<file path="src/rtl/spi_flash_fe_pkg.sv">
package spi_flash_fe_pkg;
  typedef enum logic [1:0] {
    CLS_READ  = 2'd0,
    CLS_PROG  = 2'd1,
    CLS_PROT  = 2'd2,
    CLS_OTHER = 2'd3
  } op_class_e;

  typedef enum logic [2:0] {
    FS_IDLE, FS_ADDR, FS_DATA, FS_READ, FS_STAT, FS_DROP
  } fstate_e;

  localparam int unsigned ADDR_BYTES = 3;
  localparam int unsigned BYTE_W     = 8;
endpackage

</file>
<file path="src/rtl/spi_fe_edge.sv">
module spi_fe_edge #(
  parameter bit RST_VAL = 1'b0
) (
  input  logic clk_i,
  input  logic rst_ni,
  input  logic sig_i,
  output logic rise_o,
  output logic fall_o
);
  logic sig_q;

  always_ff @(posedge clk_i or negedge rst_ni) begin
    if (!rst_ni) sig_q <= RST_VAL;
    else         sig_q <= sig_i;
  end

  assign rise_o = sig_i & ~sig_q;
  assign fall_o = ~sig_i & sig_q;
endmodule

</file>
<file path="src/rtl/spi_fe_rx.sv">
module spi_fe_rx #(
  parameter int BYTE_W = 8,
  parameter int IDX_W  = 3
) (
  input  logic              clk_i,
  input  logic              rst_ni,
  input  logic              clr_i,
  input  logic              shift_i,
  input  logic              bit_i,
  output logic [BYTE_W-1:0] byte_o,
  output logic              vld_o,
  output logic [IDX_W-1:0]  idx_o
);
  localparam int CNT_W = $clog2(BYTE_W);
  localparam logic [CNT_W-1:0] CNT_LAST = CNT_W'(BYTE_W - 1);
  localparam logic [IDX_W-1:0] IDX_MAX  = '1;

  logic [BYTE_W-1:0] sr_q;
  logic [CNT_W-1:0]  cnt_q;
  logic [IDX_W-1:0]  nbytes_q;

  always_ff @(posedge clk_i or negedge rst_ni) begin
    if (!rst_ni) begin
      sr_q <= '0; cnt_q <= '0; nbytes_q <= '0;
      byte_o <= '0; vld_o <= 1'b0; idx_o <= '0;
    end else begin
      vld_o <= 1'b0;
      if (clr_i) begin
        sr_q <= '0; cnt_q <= '0; nbytes_q <= '0;
      end else if (shift_i) begin
        sr_q <= {sr_q[BYTE_W-2:0], bit_i};
        if (cnt_q == CNT_LAST) begin
          cnt_q  <= '0;
          byte_o <= {sr_q[BYTE_W-2:0], bit_i};
          vld_o  <= 1'b1;
          idx_o  <= nbytes_q;
          if (nbytes_q != IDX_MAX) nbytes_q <= nbytes_q + 1'b1;
        end else begin
          cnt_q <= cnt_q + 1'b1;
        end
      end
    end
  end
endmodule

</file>
<file path="src/rtl/spi_fe_tx.sv">
module spi_fe_tx #(
  parameter int BYTE_W = 8
) (
  input  logic              clk_i,
  input  logic              rst_ni,
  input  logic              clr_i,
  input  logic              load_i,
  input  logic [BYTE_W-1:0] data_i,
  input  logic              fall_i,
  output logic              so_o
);
  logic [BYTE_W-1:0] sr_q;

  always_ff @(posedge clk_i or negedge rst_ni) begin
    if (!rst_ni) begin
      sr_q <= '0; so_o <= 1'b0;
    end else if (clr_i) begin
      sr_q <= '0; so_o <= 1'b0;
    end else if (load_i) begin
      sr_q <= data_i;
    end else if (fall_i) begin
      so_o <= sr_q[BYTE_W-1];
      sr_q <= {sr_q[BYTE_W-2:0], 1'b0};
    end
  end
endmodule

</file>
<file path="src/rtl/spi_flash_fe.sv">
module spi_flash_fe
  import spi_flash_fe_pkg::*;
#(
  parameter int         PAGE_W       = 12,
  parameter bit         BIN_PAGES    = 1'b0,
  parameter logic [7:0] OP_READ      = 8'h03,
  parameter logic [7:0] OP_PROG      = 8'h02,
  parameter logic [7:0] OP_ERASE_PG  = 8'h81,
  parameter logic [7:0] OP_ERASE_BLK = 8'h50,
  parameter logic [7:0] OP_PROT_EN   = 8'h3D,
  parameter logic [7:0] OP_LOCK      = 8'h7F,
  parameter logic [7:0] OP_PROT_WR   = 8'hFC,
  parameter logic [7:0] OP_STATUS    = 8'hD7,
  localparam int        OFFS_W       = BIN_PAGES ? 9 : 10
) (
  input  logic              clk_i,
  input  logic              rst_ni,
  input  logic              hw_rst_ni,
  input  logic              cs_ni,
  input  logic              sck_i,
  input  logic              si_i,
  input  logic              wp_ni,
  output logic              so_o,
  output logic              so_oe_o,
  output logic              req_valid_o,
  output logic [7:0]        req_op_o,
  output logic [1:0]        req_class_o,
  output logic [PAGE_W-1:0] req_page_o,
  output logic [OFFS_W-1:0] req_offs_o,
  output logic              wr_valid_o,
  output logic [7:0]        wr_data_o,
  input  logic [7:0]        rd_data_i,
  output logic              rd_pop_o,
  output logic              busy_o,
  input  logic              be_done_i
);
  localparam int USE_W = PAGE_W + OFFS_W;
  localparam int IDX_W = 3;
  localparam logic [IDX_W-1:0] IDX_LAST = IDX_W'(ADDR_BYTES);

  logic cs_rise, cs_fall, sck_rise, sck_fall;
  logic in_frame_q, busy_q, wp_frozen_q;
  fstate_e   state_q;
  op_class_e cls_q, cls_lu;
  logic [7:0] op_q;
  logic [USE_W-9:0] addr_q;
  logic [USE_W-1:0] addr_full;
  logic [7:0] rx_byte;
  logic rx_vld;
  logic [IDX_W-1:0] rx_idx;
  logic frame_start, step, addr_last, issue, take_rd, take_st, tx_load;
  logic wp_block_op, wp_block_q;
  logic [7:0] tx_data;

  spi_fe_edge #(.RST_VAL(1'b1)) u_cs_edge (
    .clk_i, .rst_ni, .sig_i(cs_ni), .rise_o(cs_rise), .fall_o(cs_fall));
  spi_fe_edge #(.RST_VAL(1'b0)) u_sck_edge (
    .clk_i, .rst_ni, .sig_i(sck_i), .rise_o(sck_rise), .fall_o(sck_fall));

  assign frame_start = cs_fall & hw_rst_ni;

  spi_fe_rx #(.BYTE_W(BYTE_W), .IDX_W(IDX_W)) u_rx (
    .clk_i, .rst_ni,
    .clr_i  (frame_start | ~hw_rst_ni),
    .shift_i(sck_rise & in_frame_q),
    .bit_i  (si_i),
    .byte_o (rx_byte),
    .vld_o  (rx_vld),
    .idx_o  (rx_idx));

  always_comb begin
    if (rx_byte == OP_READ) cls_lu = CLS_READ;
    else if (rx_byte == OP_PROG || rx_byte == OP_ERASE_PG || rx_byte == OP_ERASE_BLK)
      cls_lu = CLS_PROG;
    else if (rx_byte == OP_PROT_EN || rx_byte == OP_LOCK || rx_byte == OP_PROT_WR)
      cls_lu = CLS_PROT;
    else cls_lu = CLS_OTHER;
  end

  // protect-register write is frozen by the sticky flag or a low pin right now
  assign wp_block_op = (cls_lu == CLS_PROG && !wp_ni) ||
                       (rx_byte == OP_PROT_WR && (wp_frozen_q || !wp_ni));
  assign wp_block_q  = (cls_q == CLS_PROG && !wp_ni) ||
                       (op_q == OP_PROT_WR && (wp_frozen_q || !wp_ni));

  assign addr_full = {addr_q, rx_byte};
  assign step      = rx_vld & in_frame_q;
  assign addr_last = rx_idx == IDX_LAST;
  assign issue     = step && state_q == FS_ADDR && addr_last && !wp_block_q;
  assign take_rd   = (issue && cls_q == CLS_READ) || (step && state_q == FS_READ);
  assign take_st   = step && ((state_q == FS_IDLE && rx_byte == OP_STATUS) ||
                              state_q == FS_STAT);
  assign tx_load   = take_rd | take_st;
  assign tx_data   = take_rd ? rd_data_i : {~busy_q, 7'b0};

  spi_fe_tx #(.BYTE_W(BYTE_W)) u_tx (
    .clk_i, .rst_ni,
    .clr_i (frame_start),
    .load_i(tx_load),
    .data_i(tx_data),
    .fall_i(sck_fall & in_frame_q),
    .so_o  (so_o));

  always_ff @(posedge clk_i or negedge rst_ni) begin
    if (!rst_ni) wp_frozen_q <= 1'b0;
    else if (!wp_ni) wp_frozen_q <= 1'b1;
  end

  always_ff @(posedge clk_i or negedge rst_ni) begin
    if (!rst_ni) begin
      in_frame_q <= 1'b0; busy_q <= 1'b0; state_q <= FS_IDLE;
      cls_q <= CLS_OTHER; op_q <= '0; addr_q <= '0;
      req_valid_o <= 1'b0; req_op_o <= '0; req_class_o <= '0;
      req_page_o <= '0; req_offs_o <= '0;
      wr_valid_o <= 1'b0; wr_data_o <= '0; rd_pop_o <= 1'b0;
    end else if (!hw_rst_ni) begin
      in_frame_q <= 1'b0; busy_q <= 1'b0; state_q <= FS_IDLE;
      req_valid_o <= 1'b0; wr_valid_o <= 1'b0; rd_pop_o <= 1'b0;
    end else begin
      req_valid_o <= issue;
      wr_valid_o  <= 1'b0;
      rd_pop_o    <= take_rd;
      if (be_done_i) busy_q <= 1'b0;
      if (frame_start) begin
        in_frame_q <= 1'b1;
        state_q    <= FS_IDLE;
      end else if (cs_rise) begin
        in_frame_q <= 1'b0;
        state_q    <= FS_IDLE;
        if (state_q == FS_DATA && cls_q == CLS_PROG) busy_q <= 1'b1;
      end else if (step) begin
        unique case (state_q)
          FS_IDLE: begin
            op_q  <= rx_byte;
            cls_q <= cls_lu;
            if (rx_byte == OP_STATUS)         state_q <= FS_STAT;
            else if (busy_q || wp_block_op)   state_q <= FS_DROP;
            else                              state_q <= FS_ADDR;
          end
          FS_ADDR: begin
            addr_q <= addr_full[USE_W-9:0];
            if (addr_last) begin
              if (wp_block_q) state_q <= FS_DROP;
              else begin
                req_op_o    <= op_q;
                req_class_o <= cls_q;
                req_page_o  <= addr_full[OFFS_W +: PAGE_W];
                req_offs_o  <= addr_full[OFFS_W-1:0];
                state_q     <= (cls_q == CLS_READ) ? FS_READ : FS_DATA;
              end
            end
          end
          FS_DATA: begin
            wr_valid_o <= 1'b1;
            wr_data_o  <= rx_byte;
          end
          default: ;
        endcase
      end
    end
  end

  assign so_oe_o = in_frame_q;
  assign busy_o  = busy_q;
endmodule

</file>
<file path="config.mk">
export PLATFORM = sky130hd
export DESIGN_NAME = spi_flash_fe
export DESIGN_NICKNAME = d
export VERILOG_FILES = /design/src/rtl/spi_flash_fe_pkg.sv /design/src/rtl/spi_fe_edge.sv /design/src/rtl/spi_fe_rx.sv /design/src/rtl/spi_fe_tx.sv /design/src/rtl/spi_flash_fe.sv
export SDC_FILE = /design/constraint.sdc
export NUM_CORES = 1
export LEC_CHECK = 0
export BUFFER_PORTS_ARGS = -buffer_cell sky130_fd_sc_hd__buf_4
export CORE_AREA = 5 5 93 95
export CTS_BUF_LIST = sky130_fd_sc_hd__clkbuf_4 sky130_fd_sc_hd__clkbuf_8
export DETAILED_ROUTE_END_ITERATION = 12
export DIE_AREA = 0 0 98 100
export PLACE_DENSITY = 0.83
export SLEW_MARGIN = 15
export SYNTH_ARGS = -nofsm -noshare
export SYNTH_HDL_FRONTEND = slang
export SYNTH_HIERARCHICAL = 1
export SYNTH_SLANG_ARGS = --single-unit
</file>
<file path="constraint.sdc">
create_clock -name clk_i -period 5.7 [get_ports clk_i]
set_clock_uncertainty 0.05 [all_clocks]
set_input_delay 0.57 -clock clk_i [delete_from_list [all_inputs] [get_ports clk_i]]
set_output_delay 0.57 -clock clk_i [all_outputs]
set_load 0.01 [all_outputs]
</file>
# Yosys cells after proc, flatten, opt, wreduce, memory -nomap -nowiden
# Index checks and enable logic that the tools add are counted.
op_classes:
  add_sub_neg: 2
  reduce_logical: 39
  n_eq_ne: 23
  n_mux: 47
  bitwise_logic: 20
ops:
  columns: ["cell", "count"]
  rows:
  - ["3-bit 2-to-1 mux", 15]
  - ["8-bit equality test (second input constant)", 4]
  - ["8-bit 2-to-1 mux", 4]
  - ["1-bit 2-to-1 mux", 23]
  - ["8-bit by 2-bit equality test with 1-bit output (second input constant)", 2]
  - ["8-bit by 7-bit equality test with 1-bit output (second input constant)", 2]
  - ["5-bit AND reduction", 3]
  - ["7-bit 2-to-1 mux", 2]
  - ["1-bit logical AND", 12]
  - ["1-bit logical OR", 10]
  - ["1-bit NOT", 10]
  - ["3-bit by 2-bit equality test with 1-bit output (second input constant)", 3]
  - ["3-bit AND reduction", 3]
  - ["1-bit bitwise AND", 8]
  - ["8-bit by 6-bit equality test with 1-bit output (second input constant)", 1]
  - ["2-bit nonzero test", 4]
  - ["7-bit AND reduction", 1]
  - ["3-bit by 1-bit adder with 3-bit output (second input constant)", 2]
  - ["3-bit equality test (second input constant)", 2]
  - ["3-bit case mux with 2 select lines", 1]
  - ["5-bit by 1-bit != test with 1-bit output (second input constant)", 1]
  - ["5-bit != test (second input constant)", 1]
  - ["2-bit by 1-bit equality test with 1-bit output (second input constant)", 2]
  - ["2-bit 2-to-1 mux", 2]
  - ["other kinds (11)", 13]
totals:
  out_inout_bits: 46
  elab_cells: 156
  register_bits: 109

# Logic depth before layout (Yosys ltp)
# Gate-level depths: netlist of the first run.
logic_depth:
  ltp_word: 17
  depth_mapped: 9

# Cells and area by module
# Netlist of the first run, hierarchy kept.
by_module_without_submodules:
  columns: ["mod", "area_per_inst_um2", "seq_area_each_um2", "instances", "cells_each"]
  rows:
  - ["spi_flash_fe", 3148.0, 1829.3, 1, 242]
  - ["spi_fe_rx", 1098.6, 625.6, 1, 76]
  - ["spi_fe_tx", 485.5, 225.2, 1, 39]
  - ["spi_fe_edge at u_cs_edge", 41.3, 26.3, 1, 3]
  - ["spi_fe_edge at u_sck_edge", 40.0, 25.0, 1, 3]

# Worst setup path before layout of the first run
# Ideal clock, no wire load.
synth_path:
  path_type: "register to register"
  start: "reg u_rx.byte_o[3]"
  end: "reg u_tx.so_o"
  stages_incl_launch_ff: 9
  arrival_time_ps: 2258
  n_path_buf: 1
  setup_time_ps: 130
  path_slack_ps: 3261
  period_less_slack_ps: 2439
  cell_sequence: "dfrtp_1 -> or2_2 -> or4_1 -> a2111oi_0 -> or2_2 -> buf_4 -> nand2b_1 -> mux2i_1 -> nor2_1"
synth_between:
  elab_chain_len: 7
synth_rtl:
  columns: ["element", "line", "source"]
  rows:
  - ["start, declared", "spi_fe_rx.sv:10", "output logic [BYTE_W-1:0] byte_o,"]
  - ["start signal, assigned", "spi_fe_rx.sv:34", "byte_o <= {sr_q[BYTE_W-2:0], bit_i};"]
  - ["8-bit equality test", "spi_flash_fe.sv:91", "assign take_st = step && ((state_q == FS_IDLE && rx_byte == OP_STATUS) ||"]
  - ["1-bit logical AND", "spi_flash_fe.sv:91", null]
  - ["1-bit logical OR", "spi_flash_fe.sv:91", null]
  - ["1-bit logical AND", "spi_flash_fe.sv:91", null]
  - ["1-bit OR", "spi_flash_fe.sv:93", "assign tx_load = take_rd | take_st;"]
  - ["named net tx_load", "spi_flash_fe.sv:51", "logic frame_start, step, addr_last, issue, take_rd, take_st, tx_load;"]
  - ["2-bit != test (no line)", null, null]
  - ["2-bit AND reduction (no line)", null, null]
  - ["end signal, assigned", "spi_fe_tx.sv:22", "so_o <= sr_q[BYTE_W-1];"]
  - ["end, declared", "spi_fe_tx.sv:10", "output logic so_o"]
# The timed path passes the listed nets, and every way through them passes these cells.
# A chain may end at the register's enable or synchronous reset.

# Worst setup path after layout of the first run
# Same ends and word-level chain as after synthesis.

==> impl_metrics.json, run 1 <==
{
  "outcome": "finished clean",
  "synthTopCellsByArea": "dfrtp_1, mux2_2, mux2_4",
  "wl_per_cell_um": 17.4,
  "ios": 62,
  "dp_hpwl_um": 6350,
  "die_area_um2": 9800,
  "arrival_ns": 3.02,
  "powerDensity_nw_per_um2": 242,
  "total_power_mw": 1.34,
  "period_minus_slack_ns": 2.82,
  "async_reset_ff_share_pct": 100,
  "ys_types": 51,
  "synthTopCellsByCount": "dfrtp_1, mux2_2, nor2_1, mux2i_1, nand2_1",
  "finalCritPeriodShare_pct": 49.5,
  "worst_slack_ns": 2.88,
  "drtIter0Drc": 81,
  "core-area_um2": 7650,
  "row_count": 32,
  "yosysTopAreaCellShare_pct": 55.1,
  "antenna_cells": 0,
  "min_path_type": "in2async",
  "cts_resized": 0,
  "critical_path_required_ns": 5.90,
  "grt_setup_unrepaired": "no",
  "layout-drive-gt1-share_pct": 38.5,
  "gp_congestion": 0.806,
  "peakVddDrop_v": 0.000155,
  "fmax_mhz": 354,
  "detail_route.drc_violations": 0,
  "netlist_instances": 363,
  "drt-vias-per-instance": 5.61,
  "r2r_start": "u_rx/byte_o[3]$_DFFE_PN0P_",
  "cts_buffer_depth": 2,
  "antenna_left": 0,
  "end_kind": "flop",
  "clkLatencyLatePin_ns": 0.36,
  "tns_ns": 0,
  "place_worst_setup_slack_ns": 2.89,
  "clk_pin_slew_ns": 0.11,
  "initial_core_util_pct": 62.9,
  "cts_hold_buf": 0,
  "die_x_um": 98,
  "first_global_vias": 3053,
  "maxSlewHeadroom_pct": 43.7,
  "cp-startpoint": "u_rx/byte_o[3]$_DFFE_PN0P_",
  "worst_slew_pin_slew_ns": 0.843,
  "final-hold-violation-count": 0,
  "finalSetupViolCount": 0,
  "drv_slew": 0,
  "synthesis.nets": 383,
  "cts_buffers": 9,
  "yosysTopAreaCell": "dfrtp_1",
  "nets": 441,
  "cts_sinks": 109,
  "critical_path_class": "reg2reg",
  "cts_max_level": 3,
  "ys_warn_count": 6,
  "dp_cells": 512,
  "syn2layout_area_growth_pct": 14.8,
  "syn_area_um2": 4810,
  "worstPathMaxFanout": 10,
  "yosysSeqAreaShare_pct": 56.7,
  "synth_edf_count": 0,
  "dr.pass1.iters": 4,
  "post_cts_buffers": 0,
  "wirelength_um": 9200,
  "maxCapViolations": 0,
  "vias": 2964,
  "avgSynthCellArea_um2": 13.3,
  "p_leak_nw": 2.82,
  "fin_cells": 528,
  "grt_first_pass_wirelength_um": 15400,
  "synth-seq-cells": 109,
  "yosysMostFrequentCell": "dfrtp_1",
  "whs_ns": 0.160,
  "portBuffers": 61,
  "grt_max_degree": 61,
  "critPathLaunchType": "flop",
  "grtUsageTotal_pct": 19.6,
  "grt_antenna_before_repair": 0,
  "ctsRootBufferMaster": "clkbuf_8",
  "grt_overflow_total": 0,
  "ys.flop_type": "dfrtp_1",
  "die_height_um": 100,
  "fill_cells": 510,
  "cts_tree": "yes"
}
[metal layers]
| layer | GRT usage (%) | wire length (µm) |
|---|---|---|
| met1 | 27.2 | 4140 |
| met5 | 0 | 0 |
| met3 | 4.73 | 499 |
| met2 | 30.7 | 4450 |
| met4 | 6.28 | 112 |
[sequential cells by signal (all words and copies together) (netlist names), 7 cells and up]
signal,cells
req_op_o,8
req_page_o,12
u_rx/sr_q,7
req_offs_o,10
u_tx/sr_q,8
op_q,8
wr_data_o,8
addr_q,14
u_rx/byte_o,8
[final timing paths]
kind / end / slack (ns) / cells past startpoint
setup / recovery: u_tx/so_o$_DFFE_PN0P_ / 2.88 / 7
max in group asynchronous: req_op_o[3]$_DFFE_PN0P_ / 4.28 / 2
hold / removal: addr_q[7]$_DFFE_PN0P_ / 0.16 / 1
min in group clk_i: u_cs_edge/sig_q$_DFF_PN1_ / 0.26 / 1
hold reg to reg: addr_q[6]$_DFFE_PN0P_ / 0.45 / 2
setup reg to reg: u_tx/so_o$_DFFE_PN0P_ / 2.88 / 7
[cells in the final DEF, fill, tap and decap left out, types with 3 or more instances in the layout]
cell       count
dfrtp_1      106
buf_4         62
mux2_2        55
nor2_1        26
nand2_1       20
mux2i_1       20
mux2_4        16
o21ai_0       12
and2_1        11
nand2b_1       9
clkbuf_8       9
inv_1          8
a21oi_1        4
nor2b_1        4
ha_1           4
nor3_1         3
nand3_1        3
nor3b_1        3
or4_1          3
a2111oi_0      3
clkinv_4       3
dfstp_2        3
[per-stage QoR]
stage | instance area [µm²] | utilization [%]
after global routing | 5520 | 72.2
final | 5520 | 72.2
after floorplan | 4810 | -
after global placement | 5290 | 69.2
after CTS | 5520 | 72.2
after detailed placement | 5290 | 69.2
[power by group]
group	switching, mW	internal, mW	total (mW)
Combinational	0.0242	0.0127	0.0368
Sequential	0.00141	0.774	0.776
Clock	0.270	0.255	0.524
Total	0.295	1.04	1.34
[kinds of logic after synthesis]
logic type,synth area share (%)
DFF,56.7
and+or+nand+nor,12.5
muxes,22.3
AOI/OAI and AO/OA,4.47
buffers and inverters,2.96
adders and majority gates,1.04
[final cells by class]
cell class	count	area (µm²)	share of cell area (%)
clock inverters	7	106	1.93
clock buffers	9	124	2.24
well taps	102	128	2.31
inverters	8	30.0	0.544
flip-flops and latches	109	2730	49.4
repair buffers	62	465	8.43
multi-input cells	231	1940	35.1
[worst max-delay path: stages, from the launching register on]
cell and delay, ns:
dfrtp_1 0.48, or2_2 0.34, or4_1 0.58, a2111oi_0 0.48, or2_2 0.37, nand2b_1 0.17
mux2i_1 0.19, nor2_1 0.05
Power figures use the tool's default switching activity.
==> inputs of run 2 (changes only) <==
--- a/config.mk
+++ b/config.mk
@@ -6,11 +6,11 @@
 export NUM_CORES = 1
 export LEC_CHECK = 0
 export BUFFER_PORTS_ARGS = -buffer_cell sky130_fd_sc_hd__buf_4
-export CORE_AREA = 5 5 93 95
+export CORE_AREA = 5 5 101 103
 export CTS_BUF_LIST = sky130_fd_sc_hd__clkbuf_4 sky130_fd_sc_hd__clkbuf_8
 export DETAILED_ROUTE_END_ITERATION = 12
-export DIE_AREA = 0 0 98 100
-export PLACE_DENSITY = 0.83
+export DIE_AREA = 0 0 106 108
+export PLACE_DENSITY = 0.74
 export SLEW_MARGIN = 15
 export SYNTH_ARGS = -nofsm -noshare
 export SYNTH_HDL_FRONTEND = slang
==> constraint.sdc (replaced) <==
create_clock -name clk_i -period 2.4 [get_ports clk_i]
set_clock_uncertainty 0.05 [all_clocks]
set_input_delay 0.24 -clock clk_i [delete_from_list [all_inputs] [get_ports clk_i]]
set_output_delay 0.24 -clock clk_i [all_outputs]
set_load 0.01 [all_outputs]
==> run 2 against run 1 <==
Against the previous run:
- worst hold slack worse by 0.11 ns
- sequential power rose by 140%
- first-iteration DRC count grew 6.2%
- fmax increased by 26%
- die area increased by 17%
- via count increased by 2.3%
- register-to-register slack worse by 2.7 ns
- worst setup slack lost 2.7 ns
- sequential cell count stayed put
- clock power up 130%
- largest power group unchanged
- highest routed layer unchanged
==> impl_metrics.json, run 2 (synthesized netlist as in run 1, its figures left out) <==
{
  "outcome": "finished clean",
  "detail_route.drc_violations": 0,
  "clkLatencyLatePin_ns": 0.37,
  "grt_first_pass_wirelength_um": 16200,
  "die_height_um": 108,
  "drtIter0Drc": 86,
  "wl_per_cell_um": 17.5,
  "slowest_stage": "or4_4",
  "cts_tree": "yes",
  "period_minus_slack_ns": 2.23,
  "fill_cells": 725,
  "maxCapViolations": 0,
  "cpLargestDelayFamily": "simple AND/OR/NAND/NOR gates",
  "finalCritPeriodShare_pct": 93.0,
  "critical_path_class": "reg2reg",
  "cp-startpoint": "u_rx/byte_o[3]$_DFFE_PN0P_",
  "finalSetupViolCount": 0,
  "critical_path_required_ns": 2.61,
  "gp_congestion": 0.875,
  "cts_buffers": 9,
  "layout-drive-gt1-share_pct": 41.6,
  "cts_sinks": 109,
  "final_common_cell": "dfrtp_1",
  "layout_common_cells": "dfrtp_1, buf_4, mux2_2",
  "antenna_cells": 0,
  "grt_antenna_before_repair": 0,
  "fmax_mhz": 448,
  "total_power_mw": 3.14,
  "drt-vias-per-instance": 5.41,
  "end_kind": "flop",
  "drv_slew": 0,
  "worstHoldStart": "si_i",
  "multiInputGateArea_um2": 1970,
  "crit_chain": "or2_4, or4_4, a2111oi_4, or2_4, buf_12, mux2i_1, nor2_1",
  "final-hold-violation-count": 0,
  "worstPathMaxFanout": 8,
  "first_global_vias": 3138,
  "ctsRootBufferMaster": "clkbuf_8",
  "grt_overflow_total": 0,
  "powerDensity_nw_per_um2": 545,
  "top_register": "addr_q",
  "grt_max_degree": 42,
  "portBuffers": 61,
  "cts_buffer_depth": 2,
  "cts_max_level": 3,
  "maxSlewHeadroom_pct": 63.8,
  "vias": 3033,
  "core-area_um2": 9110,
  "arrival_ns": 2.45,
  "dp_hpwl_um": 7010,
  "place_worst_setup_slack_ns": -0.00625,
  "clk_pin_slew_ns": 0.11,
  "critPathMaxStageDelay_ns": 0.46,
  "grtUsageTotal_pct": 18.1,
  "critPathLaunchType": "flop",
  "wirelength_um": 9830,
  "r2r_start": "u_rx/byte_o[3]$_DFFE_PN0P_",
  "top_regs": "addr_q (14), req_page_o (12), req_offs_o (10)",
  "worst_slack_ns": 0.167,
  "syn2layout_area_growth_pct": 19.8,
  "die_area_um2": 11400,
  "worst_slew_pin_slew_ns": 0.543,
  "path_buf_inv": 1,
  "largest_register_ffs": 14,
  "antenna_left": 0,
  "nets": 465,
  "dr.pass1.iters": 4,
  "peakVddDrop_v": 0.000292,
  "crit_top_cell": "or2_4",
  "post_cts_buffers": 0,
  "seqCellArea_um2": 2730,
  "min_path_type": "in2reg",
  "ios": 62,
  "die_x_um": 106,
  "p_leak_nw": 2.94,
  "dp_cells": 541,
  "initial_core_util_pct": 52.8,
  "grt_setup_unrepaired": "no",
  "row_count": 35,
  "fin_cells": 561
}
[run 2: power by group]
part | switching, mW | internal (mW)
Sequential | 0.00325 | 1.84
Clock | 0.682 | 0.511
Combinational | 0.0619 | 0.0417
[run 2: final cells by class]
class	count	area share (%)
inverter	8	0.521
clock inverter	7	1.56
tap	111	2.41
multi-input combinational	231	34.2
timing repair buffer	86	11.8
sequential	109	47.4
clock buffer	9	2.15
[run 2: per-layer routing]
layer	vias to the layer above	global-route usage, %	part of all wire, %
met5	-	0	0
met4	0	5.64	1.2
met3	12	4.30	4.7
met2	66	29.6	50
met1	1517	24.2	45
li1	1438	-	-
[run 2: per-stage QoR]
stage | area, µm² | TNS, ns | hold WS [ns] | utilization, %
finish | 5760 | 0 | 0.0547 | 63.3
global route | 5760 | 0 | 0.0417 | 63.3
CTS | 5750 | 0 | 0.00332 | 63.1
detailed placement | 5480 | -0.0101 | 0.215 | 60.2
global placement | 5480 | 0 | 0.209 | 60.2
floorplan | 4820 | 0 | -0.106 | -
[run 2: what timing repair did]
action	4_1_cts	5_1_grt
setup endpoints to repair	9	19
pin swaps	0	3
hold buffers	3	1
endpoints found under the hold margin	40	1
resized for setup	5	2
[run 2: worst paths after layout]
path	to	slack (ns)	cells after the start
setup / recovery	u_tx/sr_q[1]$_DFFE_PN0P_	0.17	7
hold / removal	u_rx/byte_o[0]$_DFFE_PN0P_	0.05	2
setup reg to reg	u_tx/sr_q[1]$_DFFE_PN0P_	0.17	7
hold reg to reg	cls_q[1]$_DFFE_PN1P_	0.46	2
max in group asynchronous	cls_q[1]$_DFFE_PN1P_	1.30	3
min in group asynchronous	u_tx/sr_q[3]$_DFFE_PN0P_	0.33	2
[run 2: worst register-to-register path, stage by stage (launching register included)]
cell       delay [ns]
dfrtp_1          0.39
or2_4            0.25
or4_4            0.46
a2111oi_4        0.38
or2_4            0.20
buf_12           0.13
mux2i_1          0.21
nor2_1           0.06
==> inputs of run 3 (changes only) <==
--- a/config.mk
+++ b/config.mk
@@ -6,10 +6,10 @@
 export NUM_CORES = 1
 export LEC_CHECK = 0
 export BUFFER_PORTS_ARGS = -buffer_cell sky130_fd_sc_hd__buf_4
-export CORE_AREA = 5 5 101 103
+export CORE_AREA = 2 2 98 100
 export CTS_BUF_LIST = sky130_fd_sc_hd__clkbuf_4 sky130_fd_sc_hd__clkbuf_8
 export DETAILED_ROUTE_END_ITERATION = 12
-export DIE_AREA = 0 0 106 108
+export DIE_AREA = 0 0 100 102
 export PLACE_DENSITY = 0.74
 export SLEW_MARGIN = 15
 export SYNTH_ARGS = -nofsm -noshare
==> run 3 against run 2 <==
Against the previous run:
- clock power decreased by 5%
- largest cell class unchanged
- utilization decreased by 0.21 points
- largest power group unchanged
- die area fell by 11%
==> impl_metrics.json, run 3 (synthesized netlist as in run 1, its figures left out) <==
{
  "cpLargestDelayFamily": "compound AO/OA/AOI/OAI gates",
  "grtUsageTotal_pct": 19.4,
  "core-area_um2": 9110,
  "cts_max_level": 3,
  "initial_core_util_pct": 52.8,
  "seqPwrFrac_pct": 59.9,
  "worst_slew_pin_slew_ns": 0.702,
  "critical_path_required_ns": 2.63,
  "antenna_left": 0,
  "dp_cells": 538,
  "top_register": "addr_q",
  "use_met2_pct": 32.3,
  "die_height_um": 102,
  "place_worst_setup_slack_ns": -0.0271,
  "met1_usage_pct": 24.7,
  "post-route-cell-area_um2": 5750,
  "fin_cells": 559,
  "fmax_mhz": 422,
  "portBuffers": 61,
  "cts_tree": "yes",
  "final_common_cell": "dfrtp_1",
  "total_power_mw": 3.08,
  "largest_register_ffs": 14,
  "wirelength_um": 9450,
  "cts_buffer_depth": 2,
  "drt-vias-per-instance": 5.57,
  "die_x_um": 100,
  "path_buf_inv": 2,
  "period_minus_slack_ns": 2.37,
  "worst_slack_ns": 0.0296,
  "sw_frac_of_total_pct": 22.1,
  "clkLatencyLatePin_ns": 0.36,
  "drv_slew": 0,
  "arrival_ns": 2.60,
  "ios": 62,
  "grt_antenna_before_repair": 0,
  "place_area_um2": 5460,
  "clk_pin_slew_ns": 0.10,
  "switching_power_mw": 0.681,
  "grt_max_degree": 53,
  "ctsRootBufferMaster": "clkbuf_8",
  "dp_hpwl_um": 6460,
  "detail_route.drc_violations": 0,
  "powerDensity_nw_per_um2": 536,
  "finalSetupViolCount": 0,
  "drtIter0Drc": 107,
  "layout_common_cells": "dfrtp_1, buf_4, mux2_2",
  "die_area_um2": 10200,
  "top_regs": "addr_q (14), req_page_o (12), req_offs_o (10)",
  "worstPathMaxFanout": 4,
  "end_kind": "flop",
  "finalCritPeriodShare_pct": 98.8,
  "syn2layout_area_growth_pct": 19.4,
  "first_global_vias": 3134,
  "p_int_mw": 2.40,
  "critPathMaxStageDelay_ns": 0.67,
  "grt_busiest_layer": "met2",
  "final-hold-violation-count": 0,
  "outcome": "finished clean",
  "pwr-share-clk_pct": 36.8,
  "min_path_type": "in2reg",
  "maxCapViolations": 0,
  "critPathLaunchType": "input pin",
  "pwr-share-comb_pct": 3.3,
  "nets": 463,
  "grt_overflow_total": 0,
  "cts_buffers": 9,
  "peakVddDrop_v": 0.000323,
  "vias": 3111,
  "p_leak_nw": 2.92,
  "fill_cells": 701,
  "slowest_stage": "a2111oi_0",
  "tns_ns": 0,
  "grt.met3_usage_pct": 4.17,
  "critical_path_class": "in2reg",
  "cts_sinks": 109,
  "dr.pass1.iters": 4,
  "row_count": 35,
  "layout-drive-gt1-share_pct": 41.5,
  "antenna_cells": 0,
  "gp_congestion": 0.906,
  "grt_first_pass_wirelength_um": 15300,
  "crit_chain": "dlygate4sd3_1, buf_4, nor2b_1, nor3b_4, nand3_1, a2111oi_0, o21ai_0, o22ai_1",
  "maxSlewHeadroom_pct": 52.0,
  "wl_per_cell_um": 16.9
}
[run 3: area by class of cell]
cell class | count | area (µm²) | area share, %
repair buffers | 84 | 663 | 11.5
clock inverters | 6 | 70.1 | 1.22
inverters | 8 | 30.0 | 0.523
clock buffers | 10 | 138 | 2.40
well taps | 111 | 139 | 2.42
flip-flops and latches | 109 | 2730 | 47.6
multi-input cells | 231 | 1970 | 34.3
[run 3: what timing repair did]
item | 4_1_cts | 5_1_grt
gates cloned | 0 | 0
hold endpoints to repair | 49 | 0
endpoints found under the setup margin | 8 | 8
setup buffers | 0 | 2
resized for setup | 3 | 4
pin swaps | 0 | 2
hold buffers | 3 | 0
[run 3: metrics by stage]
stage	hold slack (ns)	util [%]
global route	0.0155	63.1
floorplan	-0.106	-
global placement	0.267	59.9
finish	0.0195	63.1
CTS	0.0111	62.6
detailed placement	0.269	59.9
[run 3: power by group through the flow]
stage	sequential (mW)	combinational (mW)	clock [mW]
after floorplan	1.88	0.0273	0
after global placement	1.88	0.0982	0
after detailed placement	1.88	0.0997	0
after CTS	1.84	0.105	1.17
after global routing	1.84	0.114	1.24
final	1.84	0.101	1.13
[run 3: path summary, 6_finish.rpt]
check | from | endpoint | slack, ns | depth (start not counted)
hold reg to reg | wr_data_o[0]$_DFFE_PN0P_ | wr_data_o[0]$_DFFE_PN0P_ | 0.45 | 2
max in group asynchronous | rst_ni | req_op_o[3]$_DFFE_PN0P_ | 1.22 | 3
min in group asynchronous | rst_ni | u_tx/sr_q[4]$_DFFE_PN0P_ | 0.40 | 2
setup / recovery | cs_ni | state_q[0]$_DFFE_PN0P_ | 0.03 | 8
hold / removal | be_done_i | busy_o$_DFF_PN0_ | 0.02 | 2
setup reg to reg | u_rx/byte_o[3]$_DFFE_PN0P_ | u_tx/so_o$_DFFE_PN0P_ | 0.09 | 7
[run 3: layer usage]
layer  wire length [µm]  share of wire [%]
met1               4200                 44
met2               4700                 50
met3                381                4.0
met4                170                1.8
met5                  0                  0
